--- src/rtl/pic_pkg.sv ---
package pic_pkg;
    localparam int NUM_IN = 8;
    localparam int LVL_W  = $clog2(NUM_IN);
    localparam int DW     = 8;
    localparam int BASE_W = DW - LVL_W;

    typedef enum logic [1:0] {
        PH_RUN,
        PH_BASE,
        PH_CASC,
        PH_MODE
    } init_ph_e;

    typedef struct packed {
        logic [NUM_IN-1:0] mask;
        logic [NUM_IN-1:0] irr;
        logic [NUM_IN-1:0] isr;
        logic [NUM_IN-1:0] prev;
        init_ph_e          ph;
        logic [BASE_W-1:0] base;
        logic [DW-1:0]     casc;
        logic              need_mode;
        logic              single;
        logic              rd_isr;
        logic              poll;
    } pic_state_t;

    localparam logic [2:0] EOI_ANY  = 3'b001;
    localparam logic [2:0] EOI_LVL  = 3'b011;
    localparam int         BIT_INIT = 4;
    localparam int         BIT_CMD3 = 3;
    localparam int         BIT_POLL = 2;
    localparam int         BIT_RSEL = 1;
endpackage

--- src/rtl/pic_edge_det.sv ---
module pic_edge_det #(
    parameter int N = 8
) (
    input  logic [N-1:0] cur,
    input  logic [N-1:0] prev,
    output logic [N-1:0] rise
);
    for (genvar i = 0; i < N; i++) begin : g_bit
        assign rise[i] = cur[i] & ~prev[i];
    end
endmodule

--- src/rtl/pic_prio.sv ---
module pic_prio #(
    parameter int N  = 8,
    parameter int LW = $clog2(N)
) (
    input  logic [N-1:0]  req,
    input  logic [N-1:0]  blk,
    output logic          hit,
    output logic [LW-1:0] lvl
);
    logic          req_any;
    logic          blk_any;
    logic [LW-1:0] req_lvl;
    logic [LW-1:0] blk_lvl;

    always_comb begin
        req_any = 1'b0;
        req_lvl = '0;
        for (int i = N - 1; i >= 0; i--) begin
            if (req[i]) begin
                req_any = 1'b1;
                req_lvl = LW'(i);
            end
        end
    end

    always_comb begin
        blk_any = 1'b0;
        blk_lvl = '0;
        for (int i = N - 1; i >= 0; i--) begin
            if (blk[i]) begin
                blk_any = 1'b1;
                blk_lvl = LW'(i);
            end
        end
    end

    assign hit = req_any && (!blk_any || (req_lvl < blk_lvl));
    assign lvl = req_lvl;
endmodule

--- src/rtl/cascade_pic.sv ---
module cascade_pic
    import pic_pkg::*;
(
    input  logic          clk,
    input  logic          rst_n,
    input  logic          slave_sel,
    input  logic          reg_sel,
    input  logic          wr_en,
    input  logic          rd_en,
    input  logic [DW-1:0] wdata,
    output logic [DW-1:0] rdata,
    input  logic [NUM_IN-1:0] irq_in,
    output logic          int_out,
    input  logic          inta,
    output logic [DW-1:0] vec_out,
    output logic          vec_valid,
    input  logic [LVL_W-1:0] cas_in,
    output logic [LVL_W-1:0] cas_out,
    output logic          cas_drive
);
    pic_state_t st_q, st_d;

    logic [NUM_IN-1:0] rise;
    logic [NUM_IN-1:0] pend;
    logic              g_hit, t_hit;
    logic [LVL_W-1:0]  g_lvl, t_lvl;
    logic              id_match, hw_ack, poll_rd, even_rd, take, casc_grant;

    // signals seen by the bound checker
    logic [NUM_IN-1:0] isr_w, irr_w, mask_w;
    logic              run_w;
    assign isr_w  = st_q.isr;
    assign irr_w  = st_q.irr;
    assign mask_w = st_q.mask;
    assign run_w  = (st_q.ph == PH_RUN);

    pic_edge_det #(.N(NUM_IN)) u_edge (
        .cur  (irq_in),
        .prev (st_q.prev),
        .rise (rise)
    );

    assign pend = st_q.irr & ~st_q.mask;

    pic_prio #(.N(NUM_IN), .LW(LVL_W)) u_grant (
        .req (pend),
        .blk (st_q.isr),
        .hit (g_hit),
        .lvl (g_lvl)
    );

    pic_prio #(.N(NUM_IN), .LW(LVL_W)) u_top (
        .req (st_q.isr),
        .blk ('0),
        .hit (t_hit),
        .lvl (t_lvl)
    );

    assign id_match   = slave_sel ? (cas_in == st_q.casc[LVL_W-1:0]) : 1'b1;
    assign hw_ack     = inta && id_match;
    assign even_rd    = rd_en && !reg_sel;
    assign poll_rd    = even_rd && st_q.poll;
    assign take       = (poll_rd || hw_ack) && g_hit;
    assign casc_grant = !slave_sel && g_hit && st_q.casc[g_lvl];

    assign int_out   = g_hit;
    assign cas_drive = inta && casc_grant;
    assign cas_out   = cas_drive ? g_lvl : '0;
    assign vec_valid = hw_ack && !casc_grant;
    assign vec_out   = vec_valid ? {st_q.base, (g_hit ? g_lvl : LVL_W'(NUM_IN - 1))} : '0;

    always_comb begin
        rdata = '0;
        if (rd_en) begin
            if (reg_sel)
                rdata = st_q.mask;
            else if (st_q.poll)
                rdata = {g_hit, {(DW-LVL_W-1){1'b0}}, (g_hit ? g_lvl : LVL_W'(0))};
            else if (st_q.rd_isr)
                rdata = st_q.isr;
            else
                rdata = st_q.irr;
        end
    end

    always_comb begin
        logic [NUM_IN-1:0] irr_n;
        logic [NUM_IN-1:0] isr_n;
        st_d      = st_q;
        st_d.prev = irq_in;
        irr_n     = (st_q.irr | rise) & irq_in;
        isr_n     = st_q.isr;

        if (take) begin
            irr_n[g_lvl] = 1'b0;
            isr_n[g_lvl] = 1'b1;
        end
        if (even_rd)
            st_d.poll = 1'b0;

        if (wr_en && !reg_sel) begin
            if (wdata[BIT_INIT]) begin
                st_d.ph        = PH_BASE;
                st_d.single    = wdata[1];
                st_d.need_mode = wdata[0];
                st_d.rd_isr    = 1'b0;
                st_d.poll      = 1'b0;
                irr_n          = '0;
                isr_n          = '0;
            end else if (wdata[BIT_CMD3]) begin
                if (wdata[BIT_RSEL])
                    st_d.rd_isr = wdata[0];
                if (wdata[BIT_POLL])
                    st_d.poll = 1'b1;
            end else begin
                if (wdata[7:5] == EOI_ANY) begin
                    if (t_hit)
                        isr_n[t_lvl] = 1'b0;
                end else if (wdata[7:5] == EOI_LVL) begin
                    isr_n[wdata[LVL_W-1:0]] = 1'b0;
                end
            end
        end

        if (wr_en && reg_sel) begin
            unique case (st_q.ph)
                PH_RUN: st_d.mask = wdata;
                PH_BASE: begin
                    st_d.base = wdata[DW-1:LVL_W];
                    if (!st_q.single)
                        st_d.ph = PH_CASC;
                    else if (st_q.need_mode)
                        st_d.ph = PH_MODE;
                    else
                        st_d.ph = PH_RUN;
                end
                PH_CASC: begin
                    st_d.casc = wdata;
                    st_d.ph   = st_q.need_mode ? PH_MODE : PH_RUN;
                end
                PH_MODE: st_d.ph = PH_RUN;
                default: st_d.ph = PH_RUN;
            endcase
        end

        st_d.irr = irr_n;
        st_d.isr = isr_n;
    end

    always_ff @(posedge clk) begin
        if (!rst_n) begin
            st_q           <= '0;
            st_q.mask      <= '1;
            st_q.ph        <= PH_RUN;
        end else begin
            st_q <= st_d;
        end
    end
endmodule

--- config.mk ---
export PLATFORM = sky130hd
export DESIGN_NAME = cascade_pic
export DESIGN_NICKNAME = d
export VERILOG_FILES = /design/src/rtl/pic_pkg.sv /design/src/rtl/pic_edge_det.sv /design/src/rtl/pic_prio.sv /design/src/rtl/cascade_pic.sv
export SDC_FILE = /design/constraint.sdc
export NUM_CORES = 1
export LEC_CHECK = 0
export CORE_UTILIZATION = 60
export CTS_CLUSTER_SIZE = 25
export DETAILED_ROUTE_END_ITERATION = 8
export DONT_BUFFER_PORTS = 1
export PLACE_DENSITY = 0.83
export SLEW_MARGIN = 20
export SYNTH_ARGS = -nofsm -noshare
export SYNTH_HDL_FRONTEND = slang
export SYNTH_SLANG_ARGS = --single-unit
--- constraint.sdc ---
create_clock -name clk -period 3.2 [get_ports clk]
set_input_delay 0.32 -clock clk [delete_from_list [all_inputs] [get_ports clk]]
set_output_delay 0.32 -clock clk [all_outputs]
set_load 0.005 [all_outputs]
## Word level (Yosys, flattened, before mapping)

Index checks and enable logic that the tools add are counted.

| word-level totals | value |
|---|---|
| output and inout port bits | 22 |
| logic and storage cells | 152 |
| bits of input ports | 26 |
| register bits | 51 |

| cells by class | value |
|---|---|
| $lt $le $gt $ge | 7 |
| reduce and logical (&&, ||, !) cells | 28 |
| bitwise gates (word level) | 27 |
| eq/ne operators | 6 |
| multiplexer cells | 73 |

Operator list:

| operator | count |
|---|---|
| 8-bit 2-to-1 mux | 16 |
| 3-bit 2-to-1 mux | 19 |
| 8-bit AND | 5 |
| 8-bit inverter | 4 |
| 1-bit 2-to-1 mux | 25 |
| 8-bit OR | 2 |
| 15-bit 2-to-1 mux | 1 |
| 1-bit logical AND | 14 |
| 3-bit by 4-bit < comparator with 1-bit output, second input constant | 3 |
| 2-bit 2-to-1 mux | 6 |
| 1-bit demux with 3-bit select | 3 |
| 3-bit by 1-bit >= comparator with 1-bit output, second input constant | 3 |
| 1-bit AND | 8 |
| 1-bit inverter | 8 |
| 2-bit AND reduction | 4 |
| 2-bit one-hot mux with 3 select lines | 1 |
| 5-bit 2-to-1 mux | 1 |
| 2-bit equality test, second input constant | 2 |
| 1-bit zero test | 4 |
| 2-bit nonzero test | 2 |
| 1-bit binary-select mux with 3-bit select | 1 |
| 3-bit by 1-bit equality test with 1-bit output, second input constant | 1 |
| 3-bit by 2-bit equality test with 1-bit output, second input constant | 1 |
| 3-bit equality test | 1 |
| 5 further kinds | 6 |

## Longest topological paths before layout

Gate-level depths: netlist (run 1).

| logic depth | value |
|---|---|
| depth after elaboration | 22 |
| gate-level depth with buffers | 9 |
| gate-level depth less buffers | 9 |

## Hierarchy

From an unflattened synthesis (run 1), not the netlist that was laid out.

| unflattened totals | value |
|---|---|
| cell total of the unflattened synthesis | 394 |
| area, all modules | 3326.9 sq um |

By module, submodules not included:

| module | instances | cells an instance | area each (sq um) |
|---|---|---|---|
| cascade_pic | 1 | 320 | 2781.4 |
| pic_prio | 2 | 33 | 217.7 |
| pic_edge_det | 1 | 8 | 110.1 |

## Worst setup path after synthesis (run 1)

Ideal clock, no wire load.

| path | value |
|---|---|
| path type | register to output |
| from | register st_q (netlist bit mask_w[0]) |
| to | output port rdata[7] |
| cell stages (with the launch flop) | 9 |
| setup slack | 406 ps |
| data arrival time | 2474 ps |
| buffers on the path | 0 |
| cell sequence | dfxtp_1 nand2b_1 nand4_1 a31oi_1 ha_1 a221o_1 o21a_1 or4b_1 a21boi_1 |

| on the way | value |
|---|---|
| longest elaborated chain between the ends | 9 |

RTL lines:

| item | line | text |
|---|---|---|
| start, declared | cascade_pic.sv:21 | `pic_state_t st_q, st_d;` |
| start signal, assigned | cascade_pic.sv:156 | `st_q <= st_d;` |
| 8-bit inverter (*) | cascade_pic.sv:43 | `assign pend = st_q.irr & ~st_q.mask;` |
| 8-bit AND (*) | cascade_pic.sv:43 |  |
| 3-bit 2-to-1 mux | pic_prio.sv:19 | `if (req[i]) begin` |
| 3-bit < comparator | pic_prio.sv:37 | `assign hit = req_any && (!blk_any \|\| (req_lvl < blk_lvl));` |
| 1-bit logical OR | pic_prio.sv:37 |  |
| 1-bit logical AND (*) | pic_prio.sv:37 |  |
| 8-bit 2-to-1 mux (*) | cascade_pic.sv:77 | `else if (st_q.poll)` |
| 8-bit 2-to-1 mux (*) | cascade_pic.sv:75 | `if (reg_sel)` |
| 8-bit 2-to-1 mux (*) | cascade_pic.sv:74 | `if (rd_en) begin` |
| end, declared | cascade_pic.sv:11 | `output logic [DW-1:0] rdata,` |

Every way passes the cells marked *; elsewhere a longest branch is shown, timed or not.

## Final worst setup path (run 1)

| path | value |
|---|---|
| from | register st_q (netlist bit mask_w[3]) |
| to | output port rdata[7] |

| on the way | value |
|---|---|
| longest elaborated chain between the ends | 12 |

RTL lines:

| item | line |
|---|---|
| 8-bit inverter (*) | cascade_pic.sv:43 |
| 8-bit AND (*) | cascade_pic.sv:43 |
| 3-bit 2-to-1 mux (4 in series) | pic_prio.sv:19 |
| 3-bit < comparator | pic_prio.sv:37 |
| 1-bit logical OR | pic_prio.sv:37 |
| 1-bit logical AND (*) | pic_prio.sv:37 |
| 8-bit 2-to-1 mux (*) | cascade_pic.sv:77 |
| 8-bit 2-to-1 mux (*) | cascade_pic.sv:75 |
| 8-bit 2-to-1 mux (*) | cascade_pic.sv:74 |

Marked as above.

==> reports/metrics.yaml, run 1 <==
run_status:
  outcome: "completed"
route:
  drc_errors: 0
  met1_length_um: 3810
  first_pass_iters: 5
  vias: 2878
  via_per_inst: 6.42
  wl_met3_um: 559
  top_layer: "met4"
  drt_iter0_drc: 260
  wire_per_inst_um: 18.6
  routed_wirelength_um: 8340
  met2_length_um: 3660
  postRouteAntennaNets: 0
timing:
  setup_viol: 0
  tns_ps: 0
  worst_pin_slew_ps: 929
  timing.fmax_ghz: 0.316
  slew_headroom: 0.376
  finalWorstSetupSlack_ps: 38.1
  final_max_slew_viol_count: 0
  fin_crit_ps: 3160
  fin_crit_sh: 0.988
  timing.clock.skew_ps: 6.08
  report.final.hold_viol_count: 0
clock_network:
  clkLatencyLatePin_ps: 310
  cts_buffer_depth: 2
  cts_root_buffer: "clkbuf_8"
  hold_buffers: 0
  cts_made_buffers: 5
  clkTransAtPathRegs_ps: 90
  cts_sinks: 51
  cts_tree: "built"
  h-tree-depth: 2
floorplanning:
  dieArea_um2: 5250
  core_area_um2: 4750
  start_util: 0.626
  top_level_ports: 48
  rows: 25
  die_w_um: 72.5
  die_y_um: 72.5
logic_synthesis:
  synth_edf_count: 0
  syn_avg_cell_area_um2: 7.78
  seq_area_frac_synth: 0.343
  synth_cells: 383
  synth_simple_gate_area_share: 0.355
  synthXorXnorAreaFrac: 0.0118
  synth_top_family_by_area: "simple AND/OR/NAND/NOR gates"
  synth-adder-area-share: 0.00840
  async_reset_ff_frac: 0
  syn_area_um2: 2980
  synth_compound_area_frac: 0.203
  synth.distinct_cells: 54
  ys_ff_latch: 51
  synthFlopType: "dfxtp_1"
  synthMuxAreaShare: 0.0492
  syn_nets: 411
  synth_warnings: 0
critical_path:
  r2r-end: "isr_w[7]"
  worstPathArrival_ps: 2840
  cp-start-kind: "flop"
  rr_worst_depth: 9
  r2r_setup_slack_ps: 550
  crit_type: "reg2out"
  cp-end-kind: "primary output"
  worstReg2RegStart: "mask_w[4]"
  crit_path_max_fanout: 4
  worstPathRequired_ps: 2880
grt:
  antenna_found_initial: 0
  grt_pass1_vias: 2562
  grt_max_degree: 36
  overflow: 0
  grt_use_total: 0.326
  grt_pass1_wl_um: 13000
power:
  powerDensity_nw_per_um2: 410
  leakagePower_nw: 1.24
  peakVddDrop_mv: 0.280
worst_hold_path:
  hold_depth: 1
  min_to: "mask_w[0]"
  hp-class: "in2reg"
  holdCritStartpoint: "rst_n"
cells_and_area:
  instances_no_fill: 448
  nets: 408
  n_antenna_cell: 0
  drive_gt1_frac: 0.139
  utilization: 0.689
  fillers: 424
  syn_to_final_growth_pct: 10.1
placed_design:
  dp_hpwl_um: 6080
  portBuffers: 0
  place_ws_ps: 264
  place.gp.congestion: 0.990
  place_inst: 439
run:
  cap_violations: 0
## what timing repair did
| action | CTS | global route |
|---|---|---|
| gates cloned | 0 | 0 |
| setup endpoints to repair | 10 | 16 |
| buffers inserted | 0 | 1 |
| pin swaps | 0 | 1 |
| resized for setup | 3 | 25 |
## how the worst max path moves through the flow
stage                         start  endpoint  depth (start not counted)
after floorplan           mask_w[0]  rdata[7]                          8
after global placement     irr_w[3]  rdata[7]                          9
after detailed placement  mask_w[0]  rdata[7]                          8
after CTS                  irr_w[6]  rdata[7]                          9
after global routing       isr_w[6]  rdata[7]                          9
final                     mask_w[3]  rdata[7]                          8
## sequential cells by signal, indices dropped and copies added, names as in the netlist
register,cells
isr_w,8
irr_w,8
st_q,27
mask_w,8
## report_power, final
part           total (W)  switching, W  internal (W)
clock network   0.000477      0.000219      0.000257
registers       0.000684     0.0000247      0.000659
logic           0.000184      0.000103     0.0000812
total            0.00134      0.000347      0.000997
## cells by family after synthesis
kind of cell	Yosys count
flip-flops	51
multiplexers	14
AO/OA/AOI/OAI	87
AND/OR/NAND/NOR	202
XOR/XNOR	4
adder cells (fa/ha/maj)	2
buffers and inverters	23
## layer usage
metal,track usage,vias up
met1,0.449,1336
li1,-,1360
met3,0.0556,28
met5,0,-
met2,0.510,154
met4,0.122,0
## per-stage QoR
| stage | power, W | cell area [um2] | hold WS [ps] |
|---|---|---|---|
| 6_report | 0.00134 | 3280 | 82.5 |
| 4_1_cts | 0.00134 | 3180 | 74.3 |
| 2_1_floorplan | 0.000832 | 2980 | 440 |
| 3_3_place_gp | 0.000860 | 3050 | 396 |
| 5_1_grt | 0.00140 | 3280 | 63.8 |
| 3_5_place_dp | 0.000862 | 3050 | 398 |
## critical path: stages (launching register included)
cell and delay [ps]:
dfxtp_2 390, nand2b_1 160, nand4_1 140, a31oi_2 260, ha_1 280, a221o_1 360, o21a_1 190, or4b_1 560
a21boi_2 200
## cells in the mapped netlist, types with 5 or more instances
cell type   n  area, um2
o21ai_0     9       45.0
clkbuf_1   17       63.8
nand3_1    26        130
and2_1     12       75.1
dfxtp_1    51       1020
nor2b_1    23        144
nand2b_1   18        113
nand3b_1    5       37.5
mux2_2      5       56.3
nor3_1     14       70.1
nor2_1     25       93.8
a21oi_1    30        150
mux2i_1     9       90.1
a22oi_1     6       45.0
nand2_1    57        214
nor3b_1     5       37.5
a21boi_0   10       75.1
## cells in the final DEF, fill, tap and decap left out, types with 7 or more instances in the layout
| cell | Yosys | routed |
|---|---|---|
| nor3_1 | 14 | 13 |
| nand2_1 | 57 | 57 |
| a21boi_0 | 10 | 10 |
| nor2_1 | 25 | 23 |
| nand2b_1 | 18 | 14 |
| dfxtp_1 | 51 | 44 |
| o21ai_0 | 9 | 9 |
| mux2i_1 | 9 | 9 |
| buf_4 | 0 | 9 |
| and2_1 | 12 | 12 |
| a21oi_1 | 30 | 29 |
| nor2b_1 | 23 | 18 |
| nand3_1 | 26 | 26 |
| dfxtp_2 | 0 | 7 |
## cell type report
type                            instances  area (um2)  share of cell area
Tap cell                               67        83.8              0.0256
Timing Repair Buffer                    9        67.6              0.0206
Clock buffer                            6        82.6              0.0252
Multi-Input combinational cell        309        1960               0.598
Clock inverter                          2        38.8              0.0118
Inverter                                4        15.0             0.00458
Sequential cell                        51        1030               0.314
Note: power is estimated with default switching activity, not from simulation.
==> inputs of run 2 (changes only) <==
--- a/config.mk
+++ b/config.mk
@@ -10,6 +10,7 @@
 export DETAILED_ROUTE_END_ITERATION = 8
 export DONT_BUFFER_PORTS = 1
 export PLACE_DENSITY = 0.83
+export SETUP_SLACK_MARGIN = 0.02
 export SLEW_MARGIN = 20
 export SYNTH_ARGS = -nofsm -noshare
 export SYNTH_HDL_FRONTEND = slang
==> constraint.sdc (replaced) <==
create_clock -name clk -period 3.9 [get_ports clk]
set_input_delay 0.39 -clock clk [delete_from_list [all_inputs] [get_ports clk]]
set_output_delay 0.39 -clock clk [all_outputs]
set_load 0.005 [all_outputs]
==> reports/metrics.yaml, run 2 (synthesized netlist as in run 1, its figures left out) <==
timing:
  tns_ps: 0
  hold_ws_ps: 147
  slew_headroom: 0.360
  grt_setup_unrepaired: "false"
  report.final.hold_viol_count: 0
  timing.clock.skew_ps: 7.63
  fin_crit_sh: 0.935
  worst_pin_slew_ps: 954
  finalWorstSetupSlack_ps: 252
  timing.fmax_ghz: 0.274
  fin_crit_ps: 3650
  setup_viol: 0
  final_max_slew_viol_count: 0
cells_and_area:
  final_common_cell: "nand2_1"
  n_antenna_cell: 0
  multi_input_area_um2: 1870
  syn_to_final_growth_pct: 3.36
  regArea_um2: 1020
  drive_gt1_frac: 0.0511
  layout_common_cells: "nand2_1, dfxtp_1, a21oi_1"
  regMostFlops: "st_q"
  largest_reg_flops: 27
  fillers: 448
  nets: 399
  final_cell_area_um2: 3080
grt:
  grt_pass1_wl_um: 13100
  grt_use_total: 0.333
  overflow: 0
  met1_usage: 0.446
  antenna_found_initial: 0
  grt_max_degree: 36
  grtUsageMet2: 0.541
  grt.busiest_layer: "met2"
  grt.met3_usage: 0.0653
  grt_pass1_vias: 2493
placed_design:
  place_ws_ps: 659
  post_dp_cell_area_um2: 2990
  dp_hpwl_um: 6340
  portBuffers: 0
  place.gp.congestion: 0.980
clock_network:
  cts_tree: "built"
  clkLatencyLatePin_ps: 310
  post_cts_buffers: 0
  hold_buffers: 0
  cts_resized: 0
  cts_sinks: 51
  clkTransAtPathRegs_ps: 100
  h-tree-depth: 2
  cts_root_buffer: "clkbuf_8"
  cts_buffer_depth: 2
  cts_made_buffers: 5
power:
  finalPower_w: 0.00101
  leakagePower_nw: 1.14
  peakVddDrop_mv: 0.281
  powerDensity_nw_per_um2: 328
route:
  first_pass_iters: 5
  wire_per_inst_um: 19.2
  postRouteAntennaNets: 0
  drc_errors: 0
  routed_wirelength_um: 8440
  vias: 2835
  drt_iter0_drc: 245
  via_per_inst: 6.46
floorplanning:
  dieArea_um2: 5250
  die_y_um: 72.5
  core_area_um2: 4750
  rows: 25
  top_level_ports: 48
  start_util: 0.626
  die_w_um: 72.5
critical_path:
  rr_worst_depth: 9
  r2r_setup_slack_ps: 930
  cp-startpoint: "mask_w[0]"
  crit_type: "reg2out"
  worstPathRequired_ps: 3510
  crit_path_end: "rdata[7]"
  cp-start-kind: "flop"
  crit_path_max_fanout: 7
  r2r-end: "isr_w[1]"
  cp-end-kind: "primary output"
  worstReg2RegStart: "irr_w[3]"
  worstPathArrival_ps: 3260
worst_hold_path:
  hp-class: "in2reg"
run_status:
  outcome: "completed"
run:
  cap_violations: 0
-- run 2: routing by layer --
layer,wire length [um],up-vias
met3,663,12
met2,3980,144
li1,-,1340
met5,0,-
met4,155,0
met1,3650,1339
-- run 2: stage by stage --
stage / std cells / util
after floorplan: 383 / -
after detailed placement: 431 / 0.629
after global routing: 439 / 0.647
after global placement: 431 / 0.629
final: 439 / 0.647
after CTS: 439 / 0.647
-- run 2: worst min path at each step --
stage,cells past startpoint,end,slack [ps],from
floorplan,2,st_q[10],440,st_q[10]
global placement,2,st_q[10],460,st_q[10]
detailed placement,1,mask_w[1],470,rst_n
CTS,1,mask_w[1],140,rst_n
global route,1,mask_w[2],140,rst_n
finish,1,mask_w[2],150,rst_n
-- run 2: critical path, stage by stage (launching register included) --
cell      delay [ps]
dfxtp_1          380
nand2b_1         230
nand4_1          280
a31oi_1          350
ha_1             300
a221o_1          350
o21a_1           270
or4b_1           590
a21boi_1         190
-- run 2: report_power, final --
group / leakage (nW) / internal, W / switching, W
registers: 0.417 / 0.000540 / 0.0000167
clock network: 0.0418 / 0.000129 / 0.000186
logic: 0.681 / 0.0000568 / 0.0000806
-- run 2: cell type report --
| cell class | count | area share |
|---|---|---|
| clock buffer | 6 | 0.0236 |
| clock inverter | 2 | 0.00528 |
| inverter | 4 | 0.00488 |
| multi-input combinational | 309 | 0.607 |
| sequential | 51 | 0.332 |
| tap | 67 | 0.0272 |
==> inputs of run 3 (changes only) <==
--- a/config.mk
+++ b/config.mk
@@ -9,7 +9,8 @@
 export CTS_CLUSTER_SIZE = 25
 export DETAILED_ROUTE_END_ITERATION = 8
 export DONT_BUFFER_PORTS = 1
-export PLACE_DENSITY = 0.83
+export MAX_ROUTING_LAYER = met4
+export PLACE_DENSITY = 0.77
 export SETUP_SLACK_MARGIN = 0.02
 export SLEW_MARGIN = 20
 export SYNTH_ARGS = -nofsm -noshare
==> reports/metrics.yaml, run 3 (synthesized netlist as in run 1, its figures left out) <==
clock_network:
  cts_sinks: 51
  cts_buffer_depth: 2
  post_cts_buffers: 0
  h-tree-depth: 2
  clkTransAtPathRegs_ps: 90
  hold_buffers: 0
  cts_resized: 0
  cts_tree: "built"
  cts_made_buffers: 5
  cts_root_buffer: "clkbuf_8"
  clkLatencyLatePin_ps: 300
floorplanning:
  start_util: 0.626
  die_y_um: 72.5
  top_level_ports: 48
  core_area_um2: 4750
  die_w_um: 72.5
  rows: 25
  dieArea_um2: 5250
route:
  routed_wirelength_um: 8300
  postRouteAntennaNets: 0
  vias: 2809
  drc_errors: 0
  via_per_inst: 6.40
  wire_per_inst_um: 18.9
  first_pass_iters: 5
  top_layer: "met4"
  drt_iter0_drc: 316
  wl_met3_um: 697
  met1_length_um: 3800
  met2_length_um: 3630
critical_path:
  cp-startpoint: "mask_w[0]"
  crit_path_max_fanout: 7
  worstPathArrival_ps: 3320
  cp-start-kind: "flop"
  cp_cell_sequence: "nand2b_1 > nand4_1 > a31oi_1 > ha_1 > a221o_1 > o21a_1 > or4b_1 > a21boi_1"
  worstReg2RegStart: "mask_w[0]"
  cp-end-kind: "primary output"
  cpMaxStageDelayCell: "or4b_1"
  critPathBufInv: 0
  worstPathRequired_ps: 3510
  crit_type: "reg2out"
  critPathTopFamily: "compound AO/OA/AOI/OAI gates"
  max_stage_delay_ps: 590
grt:
  grt_pass1_vias: 2520
  grt_pass1_wl_um: 12900
  overflow: 0
  grt_max_degree: 36
  grt_use_total: 0.337
  antenna_found_initial: 0
cells_and_area:
  regMostFlops: "st_q"
  utilization: 0.649
  syn_to_final_growth_pct: 3.57
  regArea_um2: 1020
  layout_common_cells: "nand2_1, dfxtp_1, a21oi_1"
  nets: 399
  drive_gt1_frac: 0.0511
  n_antenna_cell: 0
  fillers: 455
  final_cell_area_um2: 3080
  largest_reg_flops: 27
  final_common_cell: "nand2_1"
  multi_input_area_um2: 1870
worst_hold_path:
  hp-class: "in2reg"
  holdCritStartpoint: "rst_n"
power:
  p_clk_frac: 0.318
  seqPwrFrac: 0.547
  internal_power_w: 0.000742
  sw_frac_of_total: 0.271
  peakVddDrop_mv: 0.280
  powerDensity_nw_per_um2: 330
  power_frac_comb: 0.135
  leakagePower_nw: 1.15
  power_switching_w: 0.000276
timing:
  worst_pin_slew_ps: 921
  hold_ws_ps: 153
  timing.clock.skew_ps: 6.85
  tns_ps: 0
  finalWorstSetupSlack_ps: 191
  final_max_slew_viol_count: 0
  setup_viol: 0
  slew_headroom: 0.382
  report.final.hold_viol_count: 0
  fin_crit_ps: 3710
  grt_setup_unrepaired: "false"
  timing.fmax_ghz: 0.270
  fin_crit_sh: 0.951
placed_design:
  place.gp.congestion: 1.04
  place_ws_ps: 600
  dp_hpwl_um: 6160
  post_dp_cell_area_um2: 2990
  portBuffers: 0
run:
  cap_violations: 0
run_status:
  outcome: "completed"
run 3: cell count changes in the layout (fill, tap and decap cells not counted), sizes merged:
cell / change
clkinv: +1
inv: -1
clkbuf: +1
clkinvlp: -1
run 3: final timing paths:
check | cells past startpoint | slack [ps] | to
setup / recovery | 8 | 190 | rdata[7]
hold / removal | 1 | 150 | mask_w[1]
setup reg to reg | 9 | 960 | isr_w[1]
hold reg to reg | 2 | 470 | st_q[10]
run 3: worst reg2reg max path, delay by kind of cell, from the launching register on:
| family | cells | cell delay, ps |
|---|---|---|
| AO/OA/AOI/OAI | 5 | 1460 |
| adder cells (fa/ha/maj) | 1 | 310 |
| flip-flops | 1 | 390 |
| AND/OR/NAND/NOR | 3 | 720 |
run 3: layer usage:
layer,global-route usage,up-vias
met5,-,-
met3,0.0639,14
met2,0.498,165
met4,0.111,0
met1,0.462,1287
li1,-,1343
run 3: layout make-up:
cell class / instances / share of cell area
multi-input combinational: 309 / 0.606
inverter: 4 / 0.00487
clock buffer: 7 / 0.0280
sequential: 51 / 0.331
clock inverter: 1 / 0.00284
tap: 67 / 0.0272
run 3: stage by stage:
step | total power [W] | cells
floorplan | 0.000683 | 383
finish | 0.00102 | 439
detailed placement | 0.000702 | 431
CTS | 0.00102 | 439
global route | 0.00106 | 439
global placement | 0.000699 | 431
run 3: power by group through the flow:
stage               Combinational (W)  Sequential (W)  Clock [W]
floorplan                    0.000121        0.000561          0
global placement             0.000132        0.000567          0
detailed placement           0.000134        0.000568          0
CTS                          0.000135        0.000556   0.000327
global route                 0.000151        0.000559   0.000347
finish                       0.000137        0.000557   0.000324
